<file path="config.mk">
export PLATFORM = sky130hd
export DESIGN_NAME = hd_defer_timer
export DESIGN_NICKNAME = d
export VERILOG_FILES = /design/src/rtl/hd_defer_pkg.sv /design/src/rtl/hd_gap_calc.sv /design/src/rtl/hd_gap_counter.sv /design/src/rtl/hd_req_hold.sv /design/src/rtl/hd_defer_fsm.sv /design/src/rtl/hd_defer_timer.sv
export SDC_FILE = /design/constraint.sdc
export NUM_CORES = 1
export LEC_CHECK = 0
export ABC_AREA = 1
export BUFFER_PORTS_ARGS = -buffer_cell sky130_fd_sc_hd__buf_2
export CAP_MARGIN = 20
export CELL_PAD_IN_SITES_DETAIL_PLACEMENT = 0
export CELL_PAD_IN_SITES_GLOBAL_PLACEMENT = 1
export CORE_MARGIN = 2
export CORE_UTILIZATION = 44
export CTS_CLUSTER_DIAMETER = 80
export DETAILED_ROUTE_END_ITERATION = 7
export PLACE_DENSITY = 0.85
export SLEW_MARGIN = 20
export SYNTH_ARGS = -nofsm -noshare
export SYNTH_HDL_FRONTEND = slang
export SYNTH_SLANG_ARGS = --single-unit
</file>
<file path="constraint.sdc">
create_clock -name clk_i -period 9.1 [get_ports clk_i]
set_input_delay 0.91 -clock clk_i [delete_from_list [all_inputs] [get_ports clk_i]]
set_output_delay 0.91 -clock clk_i [all_outputs]
set_load 0.01 [all_outputs]
</file>
<file path="src/rtl/hd_defer_pkg.sv">
package hd_defer_pkg;
  typedef enum logic [2:0] {
    ST_READY    = 3'd0,
    ST_CARRIER  = 3'd1,
    ST_GAP_B2B  = 3'd2,
    ST_GAP_NB2B = 3'd3,
    ST_BUSY     = 3'd4
  } defer_state_e;
endpackage

</file>
<file path="src/rtl/hd_gap_calc.sv">
module hd_gap_calc #(
  parameter int GAP_W = 8
) (
  input  logic [GAP_W-1:0] gap_i,
  output logic [GAP_W-1:0] gap_eff_o,
  output logic [GAP_W-1:0] split_o
);
  localparam int XW = GAP_W + 2;

  logic [XW-1:0] twice;

  // zero gap is timed as one tick
  assign gap_eff_o = (gap_i == '0) ? GAP_W'(1) : gap_i;
  assign twice     = XW'(gap_eff_o) << 1;
  assign split_o   = GAP_W'(twice / XW'(3));
endmodule

</file>
<file path="src/rtl/hd_gap_counter.sv">
module hd_gap_counter #(
  parameter int GAP_W = 8
) (
  input  logic             clk_i,
  input  logic             rst_ni,
  input  logic             clr_i,
  input  logic             adv_i,
  input  logic [GAP_W-1:0] gap_eff_i,
  input  logic [GAP_W-1:0] split_i,
  output logic             last_tick_o,
  output logic             restartable_o
);
  localparam int CW = GAP_W + 1;

  logic [GAP_W-1:0] cnt_q;
  logic [CW-1:0]    cnt_inc;

  always_ff @(posedge clk_i or negedge rst_ni) begin
    if (!rst_ni)    cnt_q <= '0;
    else if (clr_i) cnt_q <= '0;
    else if (adv_i) cnt_q <= cnt_inc[GAP_W-1:0];
  end

  assign cnt_inc       = {1'b0, cnt_q} + CW'(1);
  assign last_tick_o   = cnt_inc >= {1'b0, gap_eff_i};
  assign restartable_o = cnt_q < split_i;
endmodule

</file>
<file path="src/rtl/hd_req_hold.sv">
module hd_req_hold (
  input  logic clk_i,
  input  logic rst_ni,
  input  logic set_i,
  input  logic take_i,
  output logic pend_o
);
  always_ff @(posedge clk_i or negedge rst_ni) begin
    if (!rst_ni) pend_o <= 1'b0;
    else         pend_o <= (pend_o & ~take_i) | set_i;
  end
endmodule

</file>
<file path="src/rtl/hd_defer_fsm.sv">
module hd_defer_fsm
  import hd_defer_pkg::*;
(
  input  logic clk_i,
  input  logic rst_ni,
  input  logic tick_i,
  input  logic crs_i,
  input  logic tx_done_i,
  input  logic pend_i,
  input  logic last_tick_i,
  input  logic restartable_i,
  output logic cnt_clr_o,
  output logic cnt_adv_o,
  output logic grant_o,
  output logic use_nb2b_o
);
  defer_state_e st_q, st_d;

  always_ff @(posedge clk_i or negedge rst_ni) begin
    if (!rst_ni) st_q <= ST_READY;
    else         st_q <= st_d;
  end

  always_comb begin
    st_d      = st_q;
    cnt_clr_o = 1'b0;
    cnt_adv_o = 1'b0;
    grant_o   = 1'b0;
    unique case (st_q)
      ST_READY: begin
        if (crs_i) st_d = ST_CARRIER;
        else if (pend_i) begin
          grant_o = 1'b1;
          st_d    = ST_BUSY;
        end
      end
      ST_BUSY: begin
        if (tx_done_i) begin
          st_d      = ST_GAP_B2B;
          cnt_clr_o = 1'b1;
        end
      end
      ST_CARRIER: begin
        if (!crs_i) begin
          st_d      = ST_GAP_NB2B;
          cnt_clr_o = 1'b1;
        end
      end
      ST_GAP_B2B: begin
        if (crs_i) begin
          st_d      = ST_CARRIER;
          cnt_clr_o = 1'b1;
        end else if (tick_i) begin
          if (last_tick_i) st_d = ST_READY;
          else             cnt_adv_o = 1'b1;
        end
      end
      ST_GAP_NB2B: begin
        // restartable part: carrier sends us back to deferral
        if (crs_i && restartable_i) begin
          st_d      = ST_CARRIER;
          cnt_clr_o = 1'b1;
        end else if (tick_i) begin
          if (last_tick_i) st_d = ST_READY;
          else             cnt_adv_o = 1'b1;
        end
      end
      default: st_d = ST_READY;
    endcase
  end

  assign use_nb2b_o = (st_q == ST_GAP_NB2B);
endmodule

</file>
<file path="src/rtl/hd_defer_timer.sv">
module hd_defer_timer #(
  parameter int GAP_W = 8
) (
  input  logic             clk_i,
  input  logic             rst_ni,
  input  logic             tick_i,
  input  logic             full_duplex_i,
  input  logic             crs_i,
  input  logic             tx_done_i,
  input  logic [GAP_W-1:0] ipg_b2b_i,
  input  logic [GAP_W-1:0] ipg_nb2b_i,
  input  logic             tx_req_i,
  output logic             tx_permit_o
);
  logic             crs_eff;
  logic             pend;
  logic             grant;
  logic             use_nb2b;
  logic             cnt_clr;
  logic             cnt_adv;
  logic             last_tick;
  logic             restartable;
  logic [GAP_W-1:0] gap_sel;
  logic [GAP_W-1:0] gap_eff;
  logic [GAP_W-1:0] split;

  assign crs_eff = crs_i & ~full_duplex_i;
  assign gap_sel = use_nb2b ? ipg_nb2b_i : ipg_b2b_i;

  hd_gap_calc #(.GAP_W(GAP_W)) u_calc (
    .gap_i     (gap_sel),
    .gap_eff_o (gap_eff),
    .split_o   (split)
  );

  hd_gap_counter #(.GAP_W(GAP_W)) u_cnt (
    .clk_i         (clk_i),
    .rst_ni        (rst_ni),
    .clr_i         (cnt_clr),
    .adv_i         (cnt_adv),
    .gap_eff_i     (gap_eff),
    .split_i       (split),
    .last_tick_o   (last_tick),
    .restartable_o (restartable)
  );

  hd_req_hold u_req (
    .clk_i  (clk_i),
    .rst_ni (rst_ni),
    .set_i  (tx_req_i),
    .take_i (grant),
    .pend_o (pend)
  );

  hd_defer_fsm u_fsm (
    .clk_i         (clk_i),
    .rst_ni        (rst_ni),
    .tick_i        (tick_i),
    .crs_i         (crs_eff),
    .tx_done_i     (tx_done_i),
    .pend_i        (pend),
    .last_tick_i   (last_tick),
    .restartable_i (restartable),
    .cnt_clr_o     (cnt_clr),
    .cnt_adv_o     (cnt_adv),
    .grant_o       (grant),
    .use_nb2b_o    (use_nb2b)
  );

  assign tx_permit_o = grant;
endmodule

</file>
Yosys cells after proc, flatten, opt, wreduce, memory -nomap -nowiden:

Index checks and enable logic that the tools add are counted.

* $add $sub $neg: 1
* divide/modulo/power cells: 1
* magnitude comparators: 2
* equality and inequality tests: 7
* muxes and demuxes: 26
* bitwise operators: 5
* reduce and logical (&&, ||, !) cells: 5

Operators by type and width (number)
* two-way mux 8 bit: 4
* two-way mux 3 bit: 8
* one-hot mux 3 bit (5 select lines): 1
* two-way mux 1 bit: 11
* divider 9 x 2 -> 10 bit (second input constant): 1
* adder 8 x 1 -> 9 bit (second input constant): 1
* >= comparator 9 x 8 -> 1 bit: 1
* zero test 8 bit: 1
* less-than comparator 8 bit: 1
* equality test 3 x 2 -> 1 bit (second input constant): 2
* inequality test 2 bit (second input constant): 2
* one-hot mux 1 bit (4 select lines): 1
* equality test 3 x 1 -> 1 bit (second input constant): 1
* equality test 3 bit (second input constant): 1
* zero test 3 bit: 1
* inequality test 3 x 2 -> 1 bit (second input constant): 1
* AND reduction 3 bit: 1
* bitwise AND 1 bit: 2
* NOT 1 bit: 2
* one-hot mux 1 bit (2 select lines): 1
* nonzero test 2 bit: 1
* logical AND 1 bit: 1
* bitwise OR 1 bit: 1

* register bits: 12
* output and inout port bits: 1
* word-level logic and storage cells: 50

Logic depth before layout (Yosys ltp):

Gate-level depths: netlist of the first run.

* depth in word-level cells: 11
* gate-level depth with buffers: 41
* gate-level depth less buffers: 40

Cells and area by module:

From an unflattened synthesis of the first run, not the netlist that was laid out.

* cells, all modules: 271
* area total of the unflattened synthesis: 1657.8 µm²

Modules (own cells, without submodules)
* hd_gap_counter: instances 1, cells an instance 125, area an instance 847.1 µm²
* hd_gap_calc: instances 1, cells an instance 73, area an instance 404.1 µm²
* hd_defer_fsm: instances 1, cells an instance 40, area an instance 254.0 µm²
* hd_defer_timer: instances 1, cells an instance 28, area an instance 112.6 µm²
* hd_req_hold: instances 1, cells an instance 5, area an instance 40.0 µm²

Least setup slack after synthesis of the first run:

Ideal clock, no wire load.

* path type: input-to-reg
* start: input port ipg_nb2b_i[6]
* end: register u_cnt.cnt_q[0]
* data arrival time: 3.587 ns
* slack: 5.396 ns
* cell stages on the path: 34
* cells stage by stage: nand4_1 -> nand2_4 -> nand2_2 -> nand2_1 -> nand2_1 -> nor2_1 -> o21bai_2 -> nand2_1 -> o21ai_2 -> nand2_2 -> inv_2 -> o21ai_2 -> nand3_2 -> nand2_1 -> nand2_1 -> nand2_1 -> inv_1 -> ha_1 -> inv_1 -> nand2_2 -> inv_2 -> nand2_4 -> inv_1 -> ha_1 -> nand2_1 -> nand2_1 -> nand2_1 -> nand2_1 -> nand2_1 -> nand3_1 -> nand2_2 -> inv_4 -> nand3_1 -> nand2_1

* word-level cells in the longest chain between the ends: 9
* elaborated cells on any way between the ends: 16
* classes of those cells: 1 x div; 2 x order compare; 10 x mux; 3 x reduce/logical

RTL lines
* start, declared: RTL line hd_defer_timer.sv:11 `input logic [GAP_W-1:0] ipg_nb2b_i,`
* two-way mux 8 bit (*): RTL line hd_defer_timer.sv:28 `assign gap_sel = use_nb2b ? ipg_nb2b_i : ipg_b2b_i;`
* zero test 8 bit: RTL line hd_gap_calc.sv:13 `assign gap_eff_o = (gap_i == '0) ? GAP_W'(1) : gap_i;`
* two-way mux 8 bit (*): RTL line hd_gap_calc.sv:13
* divider 9 x 2 -> 10 bit / >= comparator 9 x 8 -> 1 bit (equally long branches): RTL line hd_gap_calc.sv:15, hd_gap_counter.sv:25
* less-than comparator 8 bit / two-way mux 1 bit (equally long branches): RTL line hd_gap_counter.sv:26, hd_defer_fsm.sv:54, hd_defer_fsm.sv:64
* logical AND 1 bit / two-way mux 1 bit (equally long branches): RTL line hd_defer_fsm.sv:60, hd_defer_fsm.sv:53
* two-way mux 1 bit (on tied branches): RTL line hd_defer_fsm.sv:60, hd_defer_fsm.sv:50
* one-hot mux 1 bit (4 select lines) / one-hot mux 1 bit (2 select lines) (equally long branches): RTL line hd_defer_fsm.sv:29 `unique case (st_q)`
* two-way mux 8 bit / nonzero test 2 bit (equally long branches)
* end signal, assigned: RTL line hd_gap_counter.sv:21 `else if (adv_i) cnt_q <= cnt_inc[GAP_W-1:0];`
* end, declared: RTL line hd_gap_counter.sv:15 `logic [GAP_W-1:0] cnt_q;`

Every way passes the cells marked *; elsewhere a longest branch is shown, timed or not.
A chain may end at the register's enable or synchronous reset.

Final worst setup path of the first run:

* start: register u_fsm.st_q[0]
* end: register u_cnt.cnt_q[0]

* word-level cells in the longest chain between the ends: 10
* elaborated cells on any way between the ends: 20
* classes of those cells: 1 x div; 2 x order compare; 4 x eq/ne; 10 x mux; 3 x reduce/logical

RTL lines
* start, declared: RTL line hd_defer_fsm.sv:17 `defer_state_e st_q, st_d;`
* start signal, assigned: RTL line hd_defer_fsm.sv:21 `else st_q <= st_d;`
* equality test 3 x 2 -> 1 bit: RTL line hd_defer_fsm.sv:29, hd_defer_fsm.sv:72
* two-way mux 8 bit: RTL line hd_defer_timer.sv:28
* zero test 8 bit: RTL line hd_gap_calc.sv:13
* two-way mux 8 bit: RTL line hd_gap_calc.sv:13
* divider 9 x 2 -> 10 bit / >= comparator 9 x 8 -> 1 bit (equally long branches): RTL line hd_gap_calc.sv:15, hd_gap_counter.sv:25
* less-than comparator 8 bit / two-way mux 1 bit (equally long branches): RTL line hd_gap_counter.sv:26, hd_defer_fsm.sv:54, hd_defer_fsm.sv:64
* logical AND 1 bit / two-way mux 1 bit (equally long branches): RTL line hd_defer_fsm.sv:60, hd_defer_fsm.sv:53
* two-way mux 1 bit (on tied branches): RTL line hd_defer_fsm.sv:60, hd_defer_fsm.sv:50
* one-hot mux 1 bit (4 select lines) / one-hot mux 1 bit (2 select lines) (equally long branches): RTL line hd_defer_fsm.sv:29
* two-way mux 8 bit / nonzero test 2 bit (equally long branches)

Parallel ways exist; a longest one is shown, timed or not.

==> impl_metrics.yaml, run 1 <==
final_layout:
  nFillCells: 393
  area_growth_pct: 10.80
  drive_gt1_share_pct: 24.91
  final_cell_mix: "nand2_1, inv_1, buf_2"
  final_nets: 327
  finish.utilization_pct: 51.45
  final_common_cell: "nand2_1"
  diodes: 0
place:
  dp_hpwl_um: 2907
  portBuffers: 23
  gp_congestion: 0.7713
clock_tree:
  post_cts_resized: 0
  cts_hold_buf: 0
  clock_path_buffers: 2
  numCtsBuffers: 3
  clock_latency_ps: 230
  htree_levels: 1
  clk_pin_slew_ps: 50
  cts_tree: "yes"
  cts_setup_buffers: 0
  cts.sinks: 12
  root_buffer: "clkbuf_8"
logic_synthesis:
  synthArstFlopShare_pct: 100.0
  synth_seq_cells: 12
  synth.distinct_cells: 31
  syn-num-nets: 302
  avgSynthCellArea_um2: 6.586
  yosys_most_used_dff: "dfrtp_1"
  syn-cell-area_mm2: 0.001725
  synth_enable_flop_cells: 0
  synth-seq-area-share_pct: 17.40
  synth_cells: 262
  yosysWarnings: 0
status:
  outcome: "finished clean"
sta:
  finalSetupViolations: 0
  fin_hold_ws_ps: 544.5
  finalSetupTns_ps: 0
  finalMaxSlewViolations: 0
  rsz0062_at_grt: "false"
  finalCritPeriodShare_pct: 43.30
  skew_ps: 1.368
  tightest_slew_ps: 652.1
  finalCriticalPeriod_ps: 3940
  fmax_mhz: 253.8
  relSlewSlack_pct: 56.07
  final_hold_viol_count: 0
setup_path:
  cp.arrival_ps: 4070
  crit_family: "simple AND/OR/NAND/NOR gates"
  cp-end-kind: "register"
  slowest_stage: "dfrtp_1"
  path_common_cell: "nand2_1"
  worstPathRequired_ps: 9230
  path_max_fanout: 10
  crit_buf_inv: 6
  max_stage_delay_ps: 530
  crit_type: "register to register"
  critPathLaunchType: "register"
die:
  fp.coreArea_mm2: 0.003716
  initial_core_util_pct: 46.43
  die_width_um: 66.62
  die_area_mm2: 0.004438
  pin_count: 24
  rows: 22
  die-height_um: 66.62
flow_run:
  maxCapViolations: 0
grt:
  grt_overflow_total: 0
  antenna_found_initial: 0
  grt_pass1_wl_um: 6265
  grt_max_degree: 14
  grt_pass1_vias: 1517
  grt_usage_pct: 17.55
power:
  leakagePower_nw: 1.142
  ir_drop_mv: 0.1334
  cellPowerDensity_mw_per_mm2: 247.9
detailed_routing:
  drt_iter0_drc: 48
  firstDrtPassIters: 5
  vias_per_cell: 4.928
  drc: 0
  wl_per_cell_um: 10.26
  wirelength_um: 3415
  vias: 1641
  ant_nets: 0
hold_path:
  worstHoldPathType: "input port to asynchronous set/reset pin"
## final cells by class
| cell class | instances | area (um^2) | share of cell area (%) |
|---|---|---|---|
| Sequential cell | 12 | 300.3 | 15.71 |
| Tap cell | 48 | 60.06 | 3.141 |
| Clock buffer | 3 | 41.29 | 2.160 |
| Timing Repair Buffer | 23 | 115.1 | 6.021 |
| Inverter | 43 | 163.9 | 8.573 |
| Multi-Input combinational cell | 204 | 1231 | 64.40 |
## through the flow
step	area [um^2]	cells	worst slack [ps]	total power [W]
6_report	1912	333	5160	0.0004740
5_1_grt	1912	333	4590	0.0005384
4_1_cts	1912	333	5107	0.0004777
3_5_place_dp	1871	330	4937	0.0004292
3_3_place_gp	1871	330	4952	0.0004314
2_1_floorplan	1725	262	5396	0.0003758
## flip-flops by register name (all words and copies together), names as in the netlist
name	count
u_fsm.st_q	3
u_req.pend_o	1
u_cnt.cnt_q	8
## layer usage
layer / vias to the layer above / global-route usage, % / wire length, um
met5: - / 0 / 0
met4: 0 / 4.592 / 20
met3: 4 / 0.5068 / 165
met2: 35 / 29.75 / 1472
met1: 705 / 24.46 / 1757
li1: 897 / - / -
## worst paths after layout
| kind | start | endpoint | slack [ps] | cells after the start |
|---|---|---|---|---|
| min reg2reg | u_req.pend_o | u_req.pend_o | 550 | 2 |
| max | u_fsm.st_q[0] | u_cnt.cnt_q[0] | 5160 | 36 |
| min | rst_ni | u_cnt.cnt_q[2] | 540 | 1 |
| min in group clk_i | u_req.pend_o | u_req.pend_o | 550 | 2 |
| max in group asynchronous | rst_ni | u_cnt.cnt_q[4] | 8350 | 1 |
| max reg2reg | u_fsm.st_q[0] | u_cnt.cnt_q[0] | 5160 | 36 |
## kinds of logic after synthesis
family / share of synthesized area [%]
AO/OA/AOI/OAI: 10.51
adder cells (fa/ha/maj): 12.33
flip-flops: 17.40
buffers and inverters: 11.24
AND/OR/NAND/NOR: 45.98
XOR/XNOR: 2.538
## synthesized netlist by cell type, drive strengths merged (3+ instances only)
library cell	instances	area, um^2
inv	43	163.9
ha	17	212.7
nand2	95	421.7
xor2	4	35.03
a21oi	8	40.04
dfrtp	12	300.3
o22ai	4	25.02
nand3	34	247.7
buf	3	30.02
nor2	15	63.81
o21ai	9	60.05
nand4	6	37.54
## report_power, final
group | total [W] | internal [W] | switching (W)
combinational | 0.000339 | 0.000121 | 0.000218
clock | 0.0000461 | 0.0000290 | 0.0000171
sequential | 0.0000891 | 0.0000655 | 0.0000236
No activity file was read; power rests on OpenSTA's default activity.
==> run 2, diff against run 1 <==
Settings changed: CORE_UTILIZATION 44 to 41, PLACE_DENSITY 0.85 to 0.8.
Clock period 9.1 ns to 3.9 ns, I/O delays scaled along.
==> run 2 against run 1 <==
  * Register-to-register slack lost 4900 ps
  * Global-route usage about the same
  * Fmax increased by 8.3%
  * Clock-buffer cell count unchanged
  * Flip-flop and latch count unchanged
  * Sequential share of layout area shrank 2.4 points
  * Via count is 8.2% higher
  * Clock skew about the same
  * Critical endpoint is now u_cnt.cnt_q[3]
==> impl_metrics.yaml, run 2 (synthesis gave the netlist of run 1 again) <==
die:
  rows: 23
  die_area_mm2: 0.004743
  initial_core_util_pct: 42.83
  die_width_um: 68.87
  pin_count: 24
  die-height_um: 68.87
  fp.coreArea_mm2: 0.004029
sta:
  finalMaxSlewViolations: 0
  rsz0062_at_grt: "true"
  fmax_mhz: 274.9
  skew_ps: 0.8685
  finalSetupViolations: 0
  relSlewSlack_pct: 66.72
  fin_hold_ws_ps: 27.80
  finalCriticalPeriod_ps: 3638
  finalSetupTns_ps: 0
  final_hold_viol_count: 0
  finalCritPeriodShare_pct: 93.28
  tightest_slew_ps: 494.0
clock_tree:
  cts_hold_buf: 0
  htree_levels: 1
  clock_path_buffers: 2
  root_buffer: "clkbuf_8"
  clock_latency_ps: 240
  clk_pin_slew_ps: 50
  cts_tree: "yes"
  numCtsBuffers: 3
  cts.sinks: 12
final_layout:
  nFillCells: 410
  largest_reg_flops: 8
  final_nets: 356
  drive_gt1_share_pct: 41.72
  final_common_cell: "nand2_1"
  area_growth_pct: 32.49
  diodes: 0
  finalInstanceArea_mm2: 0.002286
  finish.utilization_pct: 56.74
  reg.largest.list: "u_cnt.cnt_q x8, u_fsm.st_q x3, u_req.pend_o x1"
  final_cell_mix: "nand2_1, inv_1, buf_4"
  regMostFlops: "u_cnt.cnt_q"
detailed_routing:
  vias_per_cell: 4.876
  vias: 1775
  drt_iter0_drc: 82
  ant_nets: 0
  drc: 0
  wl_per_cell_um: 11.07
  firstDrtPassIters: 5
  wirelength_um: 4029
grt:
  grt-busiest-layer: "met2"
  gr-usage-met2_pct: 27.40
  grt_use_met1_pct: 25.42
  grt_overflow_total: 0
  grt_pass1_vias: 1466
  grt_pass1_wl_um: 6306
  met3_usage_pct: 0.9740
  grt_max_degree: 14
  antenna_found_initial: 0
  grt_usage_pct: 17.51
power:
  ir_drop_mv: 0.3273
  leakagePower_nw: 1.301
  cellPowerDensity_mw_per_mm2: 627.4
setup_path:
  path_max_fanout: 8
  critPathLaunchType: "register"
  crit_type: "register to register"
  max_stage_delay_ps: 450
  cp.arrival_ps: 3810
  cp-end-kind: "register"
  slowest_stage: "dfrtp_2"
  rrSetupSlack_ps: 260
  path_common_cell: "nand2_2"
  rr_startpoint: "u_fsm.st_q[1]"
  r2r-end: "u_cnt.cnt_q[3]"
  rr_worst_depth: 37
  worstPathRequired_ps: 4080
  crit_end: "u_cnt.cnt_q[3]"
  startpoint: "u_fsm.st_q[1]"
place:
  place_area_mm2: 0.001986
  dp_hpwl_um: 3037
  portBuffers: 23
  gp_congestion: 0.7863
status:
  outcome: "finished clean"
flow_run:
  maxCapViolations: 0
hold_path:
  worstHoldPathType: "input port to asynchronous set/reset pin"
-- run 2: cell count changes in the layout (fill, tap and decap cells not counted), sizes merged --
cell / before / now
buf: 23 / 51
clkinv: 0 / 1
inv: 43 / 42
nand3: 34 / 35
-- run 2: cell type report --
type                    count  area (um^2)  share of cell area [%]
inverters                  43        168.9                   7.389
well taps                  50        62.56                   2.737
repair buffers             51        325.3                   14.23
clock buffers               3        41.29                   1.806
flip-flops and latches     12        304.0                   13.30
multi-input cells         205         1384                   60.54
-- run 2: worst min-delay path by stage --
stage / start / endpoint
6_report: rst_ni / u_cnt.cnt_q[1]
3_5_place_dp: rst_ni / u_cnt.cnt_q[1]
4_1_cts: rst_ni / u_cnt.cnt_q[6]
5_1_grt: rst_ni / u_cnt.cnt_q[6]
3_3_place_gp: rst_ni / u_cnt.cnt_q[1]
2_1_floorplan: rst_ni / u_cnt.cnt_q[0]
-- run 2: timing repair --
item | in CTS | in global routing
buffers inserted | 0 | 13
endpoints found under the setup margin | 0 | 10
resized for setup | 0 | 44
-- run 2: layer usage --
| layer | share of wire [%] | up-vias |
|---|---|---|
| met2 | 42 | 36 |
| met5 | 0 | - |
| met1 | 53 | 765 |
| met4 | 2.0 | 0 |
| met3 | 3.0 | 11 |
| li1 | - | 963 |
-- run 2: power by group --
part	internal [W]	total (W)	switching, W	leakage (nW)
clock	0.0000678	0.000110	0.0000424	0.0216
sequential	0.000156	0.000209	0.0000527	0.154
combinational	0.000480	0.00112	0.000635	1.12
total	0.000704	0.00143	0.000730	1.30
-- run 2: stage by stage --
stage	cells	worst slack, ps	total power [W]
after floorplan	262	463.5	0.0008769
after global placement	347	101.9	0.001097
after detailed placement	347	70.62	0.001100
after CTS	350	28.34	0.001220
after global routing	364	-51.44	0.001595
final	364	262.1	0.001434
-- run 2: critical path, delay by kind of cell (launching register included) --
kind / cells / cell delay [ps]
simple gates: 27 / 2220
flops: 1 / 450
fa+ha+maj: 2 / 360
compound gates: 3 / 270
buf+inv: 5 / 250
==> run 3, diff against run 2 <==
Settings changed: CORE_UTILIZATION 41 to 40, PLACE_DENSITY 0.8 to 0.81, SYNTH_HIERARCHICAL set to 1.
==> run 3 against run 2 <==
  * The flow now finishes with violations (setup timing)
  * Clock skew about the same
  * Clock-buffer cell count did not move
  * Cell count up 7.4%
  * Core utilization increased by 3.3 points
  * Sequential power decreased by 16%
  * Largest cell class unchanged
  * Die area shrank 1.4%
  * Register-to-register slack worse by 400 ps
  * Non-clock buffer count is 24 higher
  * Via count grew 1.5%
  * Fmax decreased by 9.8%
==> impl_metrics.yaml, run 3 <==
clock_tree:
  clock_path_buffers: 2
  clock_latency_ps: 230
  cts_tree: "yes"
  cts_hold_buf: 0
  htree_levels: 1
  root_buffer: "clkbuf_8"
  numCtsBuffers: 3
  clk_pin_slew_ps: 50
  cts.sinks: 12
flow_run:
  maxCapViolations: 0
logic_synthesis:
  yosysMostFrequentCell: "nand2_1"
  synth.largest_area_cell: "nand2_1"
  synth_seq_cells: 12
  synth.distinct_cells: 31
  muxShareOfSynthArea_pct: 0
  yosys-top-cells-count: "nand2_1, inv_1, nand3_1"
  avgSynthCellArea_um2: 6.117
  yosys.area_share.simple_pct: 43.17
  syn-cell-area_mm2: 0.001658
  yosys_most_used_dff: "dfrtp_1"
  synth_cells: 271
  synth-seq-area-share_pct: 18.11
  synth_enable_flop_cells: 0
  synth_top_area_share_pct: 19.02
  synth-xor-area-share_pct: 0.5283
  yosysWarnings: 6
  syn-num-nets: 311
  synthArstFlopShare_pct: 100.0
  synth-compound-area-share_pct: 9.057
  synth_area_leaders: "nand2_1, dfrtp_1, ha_1, inv_1, nand3_1"
  synth_top_family_by_area: "simple AND/OR/NAND/NOR gates"
  synthAdderAreaFrac_pct: 12.83
final_layout:
  reg.largest.list: "u_cnt/cnt_q x8, u_fsm/st_q x3, u_req/pend_o x1"
  area_growth_pct: 44.83
  regMostFlops: "u_cnt/cnt_q"
  largest_reg_flops: 8
  diodes: 0
  drive_gt1_share_pct: 45.16
  final_nets: 383
  nFillCells: 393
  final_common_cell: "nand2_1"
  final_cell_mix: "nand2_1, buf_4, inv_1"
power:
  clkPwrFrac_pct: 7.2
  combPwrFrac_pct: 81.2
  power.internal_w: 0.0007980
  p_sw_w: 0.0007091
  seqPwrFrac_pct: 11.6
  leakagePower_nw: 1.405
  ir_drop_mv: 0.3263
  cellPowerDensity_mw_per_mm2: 627.7
  power.share.switching_pct: 47.05
  power.total_w: 0.001507
setup_path:
  rr_startpoint: "u_fsm/st_q[1]"
  path_max_fanout: 7
  cp.arrival_ps: 4190
  rrSetupSlack_ps: -140
  slowest_stage: "dfrtp_1"
  path_common_cell: "o21ai_2"
  rr_worst_depth: 35
  worstPathRequired_ps: 4050
  crit_type: "register to register"
  max_stage_delay_ps: 370
  r2r-end: "u_cnt/cnt_q[4]"
  critPathLaunchType: "register"
  cp-end-kind: "register"
die:
  die_area_mm2: 0.004676
  pin_count: 24
  die-height_um: 68.38
  rows: 23
  fp.coreArea_mm2: 0.004000
  initial_core_util_pct: 41.45
  die_width_um: 68.38
sta:
  final_hold_viol_count: 0
  skew_ps: 1.096
  relSlewSlack_pct: 71.97
  tightest_slew_ps: 418.8
  fin_hold_ws_ps: 21.57
  finalCriticalPeriod_ps: 4035
  finalWorstSetupSlack_ps: -135.3
  finalCritPeriodShare_pct: 103.5
  fmax_mhz: 247.8
  finalSetupTns_ps: -890.8
  finalMaxSlewViolations: 0
  rsz0062_at_grt: "true"
  finalSetupViolations: 8
place:
  portBuffers: 23
  pre_cts_ws_ps: -315.6
  dp_hpwl_um: 3042
  gp_congestion: 0.7892
detailed_routing:
  ant_nets: 0
  firstDrtPassIters: 4
  wl_per_cell_um: 9.877
  drt_iter0_drc: 41
  wirelength_um: 3862
  vias_per_cell: 4.606
  vias: 1801
  drc: 0
status:
  violations: "setup timing"
  outcome: "complete, but fails checks"
grt:
  gr-usage-met2_pct: 30.53
  grt-busiest-layer: "met2"
  antenna_found_initial: 0
  grt_pass1_vias: 1600
  grt_usage_pct: 17.76
  grt_overflow_total: 0
  met3_usage_pct: 2.961
  grt_pass1_wl_um: 6375
  grt_max_degree: 13
  grt_use_met1_pct: 23.29
hold_path:
  worstHoldPathType: "input port to asynchronous set/reset pin"
[run 3: cell count changes in the layout (fill, tap and decap cells not counted), moves of 4 or more]
cell / before / now
nor2_1: 12 / 8
buf_4: 28 / 50
inv_1: 35 / 43
nand4_1: 6 / 2
nand2_1: 61 / 72
nor2_2: 1 / 5
inv_2: 6 / 10
nand2_4: 10 / 5
[run 3: cells by family (layout without fill, tap and decap cells)]
kind of cell             Yosys count  after routing
buffers and inverters             65            135
flip-flops                        12             12
adder cells (fa/ha/maj)           17             17
AO/OA/AOI/OAI                     25             25
AND/OR/NAND/NOR                  151            151
XOR/XNOR                           1              1
[run 3: area by class of cell]
cell class	count	area (um^2)	area share (%)
Clock buffer	3	41.29	1.720
Inverter	57	235.2	9.797
Timing Repair Buffer	75	513.0	21.37
Multi-Input combinational cell	194	1249	52.01
Tap cell	50	62.56	2.606
Sequential cell	12	300.3	12.51
[run 3: metal layers]
layer | wire length (um) | part of all wire, %
met2 | 1943 | 50
met3 | 57 | 1.5
met5 | 0 | 0
met4 | 35 | 0.91
met1 | 1826 | 47
[run 3: repair_timing]
action                                  in CTS  in global routing
gates resized for setup                     19                 24
pin swaps                                   31                 26
setup buffers                               17                  1
endpoints found under the setup margin       9                 10
[run 3: worst max-delay path: cells and delay by family (launching register included)]
kind / cells / cell delay [ps]
AOI/OAI and AO/OA: 10 / 1260
DFF: 1 / 370
buffers and inverters: 8 / 780
and+or+nand+nor: 17 / 1550
[run 3: power by group through the flow]
stage / clock [W] / sequential (W) / combinational [W]
final: 0.000108 / 0.000175 / 0.00122
after global routing: 0.000121 / 0.000178 / 0.00136
after CTS: 0.000112 / 0.000175 / 0.00116
after detailed placement: 0 / 0.000176 / 0.00101
after global placement: 0 / 0.000174 / 0.000990
after floorplan: 0 / 0.000178 / 0.000660
[run 3: how the worst max path moves through the flow]
stage	start	to	slack, ps	cells after the start
after floorplan	u_fsm/st_q[2]	u_cnt/cnt_q[3]	-30	36
after global placement	u_fsm/st_q[1]	u_cnt/cnt_q[7]	-250	36
after detailed placement	u_fsm/st_q[1]	u_cnt/cnt_q[7]	-320	36
after CTS	u_fsm/st_q[0]	u_cnt/cnt_q[7]	-180	38
after global routing	u_fsm/st_q[2]	u_cnt/cnt_q[6]	-480	41
final	u_fsm/st_q[1]	u_cnt/cnt_q[4]	-140	35
[run 3: stage by stage]
stage                     util (%)  instance area [um^2]  std cells
after floorplan                  -                  1705        271
after global placement       52.58                  2103        371
after detailed placement     52.58                  2103        371
after CTS                    57.80                  2312        390
after global routing         60.02                  2401        391
final                        60.02                  2401        391
